$ cat config.mk
export PLATFORM = sky130hd
export DESIGN_NAME = hashchain_unmask_seq
export DESIGN_NICKNAME = d
export VERILOG_FILES = /design/src/rtl/cus_pkg.sv /design/src/rtl/cus_mixer.sv /design/src/rtl/cus_compress.sv /design/src/rtl/cus_opcheck.sv /design/src/rtl/hashchain_unmask_seq.sv
export SDC_FILE = /design/constraint.sdc
export NUM_CORES = 1
export LEC_CHECK = 0
export BUFFER_PORTS_ARGS = -buffer_cell sky130_fd_sc_hd__buf_2
export CORE_ASPECT_RATIO = 0.9
export CORE_MARGIN = 2
export CORE_UTILIZATION = 57
export CTS_CLUSTER_DIAMETER = 50
export DETAILED_ROUTE_END_ITERATION = 16
export PLACE_DENSITY = 0.81
export SYNTH_ARGS = -nofsm -noshare
export SYNTH_HDL_FRONTEND = slang
export SYNTH_HIERARCHICAL = 1
export SYNTH_SLANG_ARGS = --single-unit
$ cat constraint.sdc
create_clock -name clk -period 6.1 [get_ports clk]
set_input_delay 0 -clock clk [delete_from_list [all_inputs] [get_ports clk]]
set_output_delay 0 -clock clk [all_outputs]
set_load 0.03 [all_outputs]
$ cat src/rtl/cus_pkg.sv
package cus_pkg;
  typedef enum logic [2:0] {
    ST_START,
    ST_BOOT,
    ST_IDLE,
    ST_POLY,
    ST_MIX,
    ST_CHECK,
    ST_EMIT,
    ST_HALT
  } seq_state_e;
endpackage

$ cat src/rtl/cus_mixer.sv
// Keyed iterated-round mixing stub, one round per clock.
module cus_mixer #(
  parameter int W = 16,
  parameter int ROUNDS = 4,
  parameter logic [W-1:0] ROUND_CONST = 16'h9E37
) (
  input  logic         clk,
  input  logic         rst_n,
  input  logic         start,
  input  logic [W-1:0] key,
  input  logic [W-1:0] seed,
  input  logic [W-1:0] data,
  input  logic [W-1:0] tweak,
  output logic         busy,
  output logic         done,
  output logic [W-1:0] result
);
  localparam int RCW = (ROUNDS > 1) ? $clog2(ROUNDS) : 1;
  localparam int ROT = 5;
  localparam logic [RCW-1:0] LAST = RCW'(ROUNDS - 1);

  logic [W-1:0]   x_q, x_d, dt_q, dt_d, rc, t, x_round;
  logic [RCW-1:0] rnd_q, rnd_d;
  logic           busy_q, busy_d, done_q, done_d;

  always_comb begin
    rc      = W'(rnd_q) * ROUND_CONST;
    t       = x_q ^ key ^ rc;
    x_round = {t[W-ROT-1:0], t[W-1:W-ROT]} + dt_q;
  end

  always_comb begin
    x_d    = x_q;
    dt_d   = dt_q;
    rnd_d  = rnd_q;
    busy_d = busy_q;
    done_d = 1'b0;
    if (start) begin
      x_d    = seed;
      dt_d   = data ^ tweak;
      rnd_d  = '0;
      busy_d = 1'b1;
    end else if (busy_q) begin
      x_d = x_round;
      if (rnd_q == LAST) begin
        busy_d = 1'b0;
        done_d = 1'b1;
      end else begin
        rnd_d = rnd_q + 1'b1;
      end
    end
  end

  always_ff @(posedge clk or negedge rst_n) begin
    if (!rst_n) begin
      x_q    <= '0;
      dt_q   <= '0;
      rnd_q  <= '0;
      busy_q <= 1'b0;
      done_q <= 1'b0;
    end else begin
      x_q    <= x_d;
      dt_q   <= dt_d;
      rnd_q  <= rnd_d;
      busy_q <= busy_d;
      done_q <= done_d;
    end
  end

  assign busy   = busy_q;
  assign done   = done_q;
  assign result = x_q;


  mix_start_idle_chk: assert property (@(posedge clk) disable iff (!rst_n)
    start |-> !busy_q);

  mix_done_after_busy_chk: assert property (@(posedge clk) disable iff (!rst_n)
    done_q |-> $past(busy_q) && !busy_q);
endmodule

$ cat src/rtl/cus_compress.sv
// Folds the accumulator into an instruction-width keystream word.
module cus_compress #(
  parameter int OPW = 16,
  parameter logic [OPW-1:0] MASK = 16'h5A3C
) (
  input  logic [OPW-1:0] value,
  output logic [OPW-1:0] digest
);
  localparam int HALF = OPW / 2;
  assign digest = value ^ {value[HALF-1:0], value[OPW-1:HALF]} ^ MASK;
endmodule

$ cat src/rtl/cus_opcheck.sv
// Legal-opcode decoder: nonzero and class field below the limit.
module cus_opcheck #(
  parameter int OPW = 16,
  parameter int VALID_CLASSES = 12
) (
  input  logic [OPW-1:0] op,
  output logic           ok
);
  localparam int CLW = 4;
  logic [CLW-1:0] cls;
  assign cls = op[OPW-1 -: CLW];
  assign ok  = (op != '0) && ({1'b0, cls} < (CLW+1)'(VALID_CLASSES));
endmodule

$ cat src/rtl/hashchain_unmask_seq.sv
module hashchain_unmask_seq
  import cus_pkg::*;
#(
  parameter int OPW = 16,
  parameter int AW = 16,
  parameter int MIX_ROUNDS = 4,
  parameter int VALID_CLASSES = 12,
  parameter logic [OPW-1:0] COMP_MASK = 16'h5A3C,
  parameter logic [OPW-1:0] ROUND_CONST = 16'h9E37
) (
  input  logic           clk,
  input  logic           rst_n,
  input  logic [OPW-1:0] key,
  input  logic [OPW-1:0] iv,
  input  logic           idx_mode,
  input  logic           fetch_valid,
  output logic           fetch_ready,
  input  logic [AW-1:0]  fetch_addr,
  input  logic [OPW-1:0] fetch_ciph,
  input  logic           fetch_has_poly,
  output logic           poly_req,
  output logic [OPW-1:0] poly_arg,
  input  logic           poly_done,
  input  logic [OPW-1:0] poly_result,
  output logic           dec_valid,
  input  logic           dec_ready,
  output logic [OPW-1:0] dec_op,
  output logic [AW-1:0]  dec_addr,
  output logic           alarm,
  output logic           busy
);
  // Reset: asserted asynchronously, released after two clock edges.
  logic [1:0] rsync_q;
  logic       rst_sn;
  always_ff @(posedge clk or negedge rst_n) begin
    if (!rst_n) rsync_q <= '0;
    else        rsync_q <= {rsync_q[0], 1'b1};
  end
  assign rst_sn = rsync_q[1];

  seq_state_e     state_q, state_d;
  logic [OPW-1:0] acc_q, acc_d, prev_q, prev_d, ciph_q, ciph_d;
  logic [OPW-1:0] hold_op_q, hold_op_d;
  logic [AW-1:0]  addr_q, addr_d, hold_addr_q, hold_addr_d;
  logic           first_q, first_d, hold_vld_q, hold_vld_d, alarm_q, alarm_d;

  logic           mix_start, mix_busy, mix_done;
  logic [OPW-1:0] mix_seed, mix_data, mix_tweak, mix_res;
  logic [OPW-1:0] keystream, plain;
  logic           op_ok;

  cus_mixer #(.W(OPW), .ROUNDS(MIX_ROUNDS), .ROUND_CONST(ROUND_CONST)) u_mix (
    .clk(clk), .rst_n(rst_sn), .start(mix_start), .key(key), .seed(mix_seed),
    .data(mix_data), .tweak(mix_tweak), .busy(mix_busy), .done(mix_done),
    .result(mix_res)
  );

  cus_compress #(.OPW(OPW), .MASK(COMP_MASK)) u_comp (
    .value(acc_q), .digest(keystream)
  );

  assign plain = ciph_q ^ keystream;

  cus_opcheck #(.OPW(OPW), .VALID_CLASSES(VALID_CLASSES)) u_chk (
    .op(plain), .ok(op_ok)
  );

  always_comb begin
    state_d     = state_q;
    acc_d       = acc_q;
    prev_d      = prev_q;
    ciph_d      = ciph_q;
    addr_d      = addr_q;
    first_d     = first_q;
    hold_vld_d  = hold_vld_q;
    hold_op_d   = hold_op_q;
    hold_addr_d = hold_addr_q;
    alarm_d     = alarm_q;
    mix_start   = 1'b0;
    mix_seed    = acc_q;
    mix_data    = prev_q;
    mix_tweak   = idx_mode ? OPW'(fetch_addr) : '0;
    unique case (state_q)
      ST_START: begin
        mix_start = 1'b1;
        mix_seed  = iv;
        mix_data  = '0;
        mix_tweak = '0;
        state_d   = ST_BOOT;
      end
      ST_BOOT: begin
        if (mix_done) begin
          acc_d   = mix_res;
          first_d = 1'b1;
          state_d = ST_IDLE;
        end
      end
      ST_IDLE: begin
        if (fetch_valid) begin
          ciph_d = fetch_ciph;
          addr_d = fetch_addr;
          if (fetch_has_poly) begin
            state_d = ST_POLY;
          end else if (first_q) begin
            state_d = ST_CHECK;
          end else begin
            mix_start = 1'b1;
            state_d   = ST_MIX;
          end
        end
      end
      ST_POLY: begin
        if (poly_done) begin
          acc_d   = poly_result;
          state_d = ST_CHECK;
        end
      end
      ST_MIX: begin
        if (mix_done) begin
          acc_d   = mix_res;
          state_d = ST_CHECK;
        end
      end
      ST_CHECK: begin
        if (!op_ok) begin
          alarm_d = 1'b1;
          state_d = ST_HALT;
        end else begin
          prev_d  = plain;
          first_d = 1'b0;
          if (hold_vld_q) begin
            state_d = ST_EMIT;
          end else begin
            hold_vld_d  = 1'b1;
            hold_op_d   = plain;
            hold_addr_d = addr_q;
            state_d     = ST_IDLE;
          end
        end
      end
      ST_EMIT: begin
        if (dec_ready) begin
          hold_op_d   = prev_q;
          hold_addr_d = addr_q;
          state_d     = ST_IDLE;
        end
      end
      default: state_d = ST_HALT;
    endcase
  end

  always_ff @(posedge clk or negedge rst_sn) begin
    if (!rst_sn) begin
      state_q     <= ST_START;
      acc_q       <= '0;
      prev_q      <= '0;
      ciph_q      <= '0;
      addr_q      <= '0;
      first_q     <= 1'b1;
      hold_vld_q  <= 1'b0;
      hold_op_q   <= '0;
      hold_addr_q <= '0;
      alarm_q     <= 1'b0;
    end else begin
      state_q     <= state_d;
      acc_q       <= acc_d;
      prev_q      <= prev_d;
      ciph_q      <= ciph_d;
      addr_q      <= addr_d;
      first_q     <= first_d;
      hold_vld_q  <= hold_vld_d;
      hold_op_q   <= hold_op_d;
      hold_addr_q <= hold_addr_d;
      alarm_q     <= alarm_d;
    end
  end

  assign fetch_ready = (state_q == ST_IDLE);
  assign poly_req    = (state_q == ST_POLY);
  assign poly_arg    = acc_q;
  assign dec_valid   = (state_q == ST_EMIT);
  assign dec_op      = hold_op_q;
  assign dec_addr    = hold_addr_q;
  assign alarm       = alarm_q;
  assign busy        = mix_busy;


  alarm_sticky_chk: assert property (@(posedge clk) disable iff (!rst_sn)
    alarm_q |=> alarm_q);

  halt_quiet_chk: assert property (@(posedge clk) disable iff (!rst_sn)
    alarm_q |-> !fetch_ready && !dec_valid && !poly_req);

  dec_hold_chk: assert property (@(posedge clk) disable iff (!rst_sn)
    dec_valid && !dec_ready |=> dec_valid && $stable(dec_op) && $stable(dec_addr));

  poly_stall_chk: assert property (@(posedge clk) disable iff (!rst_sn)
    poly_req |-> !busy && !fetch_ready);

  poly_arg_stable_chk: assert property (@(posedge clk) disable iff (!rst_sn)
    poly_req && !poly_done |=> poly_req && $stable(poly_arg));
endmodule

==> impl_metrics.env <==
export IMPL_status="complete, no violations"
export IMPL_pre_cts_ws_ns=2.54
export IMPL_dr_first_iter_drc_count=850
export IMPL_antenna_cells=0
export IMPL_critPathCaptureType="flip-flop"
export IMPL_die_area_sq_mm=0.0149
export IMPL_dp_hpwl_microns=14700
export IMPL_worstReg2RegStart="poly_arg[4]$_DFFE_PN0P_"
export IMPL_grtUsageTotal_pct=30.9
export IMPL_cts_root_buf="clkbuf_16"
export IMPL_synth_distinct_cells=66
export IMPL_worst_skew_pair_late_latency_ns=0.42
export IMPL_period_needed_ns=3.64
export IMPL_vias_per_cell=5.67
export IMPL_max_cap_viol_count=0
export IMPL_seq_area_frac_synth_pct=44.1
export IMPL_worstMarginPinSlew_ns=1.29
export IMPL_setup_viol_count_final=0
export IMPL_numCtsBuffers=17
export IMPL_netlist_instances=812
export IMPL_r2r_end="dec_addr[15]$_DFFE_PN0P_"
export IMPL_yosysWarnings=6
export IMPL_vias=6677
export IMPL_postRouteAntennaNets=0
export IMPL_synth_edff_count=0
export IMPL_finalCritPeriodShare_pct=59.6
export IMPL_io_pins=140
export IMPL_cts_sink_count=140
export IMPL_min_delay_path_class="in2reg"
export IMPL_layout_setup_ws_ns=2.46
export IMPL_max_clock_freq_ghz=0.275
export IMPL_min_path_cells=5
export IMPL_syn_area_per_cell_sq_um=9.80
export IMPL_final_setup_tns_ns=0
export IMPL_antenna_found_initial=0
export IMPL_grt_pass1_wl_microns=34300
export IMPL_overflow=0
export IMPL_cp_start_kind="flip-flop"
export IMPL_async_flop_share_pct=100
export IMPL_coreArea_sq_mm=0.0135
export IMPL_drtPass1Iterations=5
export IMPL_synth_flop_cell="dfrtp_1"
export IMPL_grt_pass1_vias=6393
export IMPL_io_buffers=139
export IMPL_synth_ff_latch_count=140
export IMPL_holdPathEnd="state_q[2]$_DFFE_PN0P_"
export IMPL_synth_area_sq_mm=0.00796
export IMPL_gp_routability_congestion=0.896
export IMPL_path_clk_slew_ns=0.06
export IMPL_critPathMaxFanout=48
export IMPL_die_h_microns=116
export IMPL_area_delta_synth_final_pct=25.7
export IMPL_grt_start_max_net_pins=85
export IMPL_reg2reg_depth=8
export IMPL_drc=0
export IMPL_htreeDepth=4
export IMPL_final_nets=1107
export IMPL_syn_nets=923
export IMPL_clock_skew_ns=0.00787
export IMPL_initial_utilization_pct=58.9
export IMPL_hold_viol_final=0
export IMPL_min_from="dec_ready"
export IMPL_drt_wl_total_microns=22100
export IMPL_drt_wirelength_per_cell_microns=18.8
export IMPL_die_w_microns=129
export IMPL_cts_buffer_depth=2
export IMPL_layout_drive_gt1_share_pct=26.1
export IMPL_cp_required_ns=6.40
export IMPL_fin_util_pct=74.0
export IMPL_slew_headroom_pct=13.5
export IMPL_arrival_ns=3.94
export IMPL_cts_tree="built"
export IMPL_r2r_slack_ns=2.46
export IMPL_rsz0062_at_grt="no"
export IMPL_critical_path_class="reg2reg"
export IMPL_drv_slew=0
export IMPL_row_count=40
==> cell usage in the layout (no fill, tap or decap), types with 18 or more instances in the layout <==
cell type	Yosys	final
xnor2_1	72	72
nor2_1	48	48
dfrtp_1	139	138
inv_1	28	28
dlygate4sd3_1	0	67
buf_2	12	139
mux2_2	50	50
and2_1	18	18
a21oi_1	45	45
nand2_1	118	117
o21ai_0	55	55
mux2i_1	22	22
ha_1	23	23
==> registers in the layout, indices dropped and copies added (netlist names), 2 cells and up <==
name	count
dec_op	16
prev_q	16
addr_q	16
ciph_q	16
poly_arg	16
rsync_q	2
u_mix/rnd_q	2
u_mix/dt_q	16
u_mix/result	16
state_q	3
dec_addr	16
==> logic make-up after synthesis <==
| family | after synthesis | share of synthesized area, % |
|---|---|---|
| XOR/XNOR | 89 | 9.80 |
| buffers and inverters | 74 | 4.62 |
| adder cells (fa/ha/maj) | 24 | 3.87 |
| AO/OA/AOI/OAI | 156 | 11.9 |
| AND/OR/NAND/NOR | 256 | 15.8 |
| other | 1 | 0.0471 |
| multiplexers | 72 | 9.85 |
| flip-flops | 140 | 44.1 |
==> metrics by stage <==
step	hold slack [ns]	cell area, sq um	cells
5_1_grt	0.0522	10000	1177
3_3_place_gp	-0.214	8650	1078
4_1_cts	0.0153	10000	1177
6_report	0.0437	10000	1177
2_1_floorplan	-0.296	7960	812
3_5_place_dp	-0.212	8650	1078
==> layout make-up <==
cell class / instances / area (sq um)
clock inverters: 10 / 184
clock buffers: 22 / 494
flip-flops and latches: 140 / 3510
well taps: 168 / 210
repair buffers: 211 / 1400
inverters: 28 / 105
multi-input cells: 598 / 4090
fillers: 918 / 3510
==> per-layer routing <==
layer  vias to the layer above  global-route usage, %  share of wire, %
li1                       3111                      -                 -
met1                      3176                   40.5                41
met2                       332                   50.1                47
met3                        58                   7.48               8.7
met4                         0                   12.0               3.2
met5                         -                      0                 0
==> worst max-delay path: stages, from the launching register on <==
cell,delay (ns)
dfrtp_1,0.42
xnor2_1,0.42
xnor2_1,0.21
inv_1,0.09
nor4_2,0.34
a41oi_1,0.35
and4bb_2,0.38
o21ai_4,0.87
mux2_2,0.42
==> synth_stat cells, types with 10 or more instances <==
cell,instances,area [sq um]
inv_1,28,105
nor2_1,48,180
a21oi_1,45,225
a21oi_2,12,105
dfrtp_1,139,3480
ha_1,23,288
nand2b_1,10,62.6
mux2i_1,22,220
and3_1,16,100
clkbuf_1,14,52.6
xnor2_1,72,631
xor2_1,17,149
buf_2,12,60.1
mux2_2,50,563
nor2b_1,10,62.6
and2_1,18,113
o21ai_0,55,275
o21ai_1,15,75.1
buf_4,13,97.6
nand2_1,118,443
==> worst max path at each step <==
stage | startpoint | end | slack, ns | depth (start not counted)
2_1_floorplan | rsync_q[1]$_DFF_PN0_ | addr_q[0]$_DFFE_PN0P_ | 1.91 | 0
3_3_place_gp | poly_arg[4]$_DFFE_PN0P_ | dec_addr[0]$_DFFE_PN0P_ | 2.67 | 8
3_5_place_dp | poly_arg[4]$_DFFE_PN0P_ | dec_addr[0]$_DFFE_PN0P_ | 2.54 | 8
4_1_cts | poly_arg[4]$_DFFE_PN0P_ | dec_addr[15]$_DFFE_PN0P_ | 2.51 | 8
5_1_grt | poly_arg[4]$_DFFE_PN0P_ | dec_addr[3]$_DFFE_PN0P_ | 2.29 | 8
6_report | poly_arg[4]$_DFFE_PN0P_ | dec_addr[15]$_DFFE_PN0P_ | 2.46 | 8
==> what timing repair did <==
| item | in CTS | in global routing |
|---|---|---|
| hold buffers | 67 | 0 |
| buffers inserted | 0 | 0 |
| hold endpoints to repair | 67 | 0 |
| resized for setup | 0 | 0 |
Power is left out: the tool's default activity adds up to more than one toggle a clock period on the data nets, which glitch-free logic cannot reach.
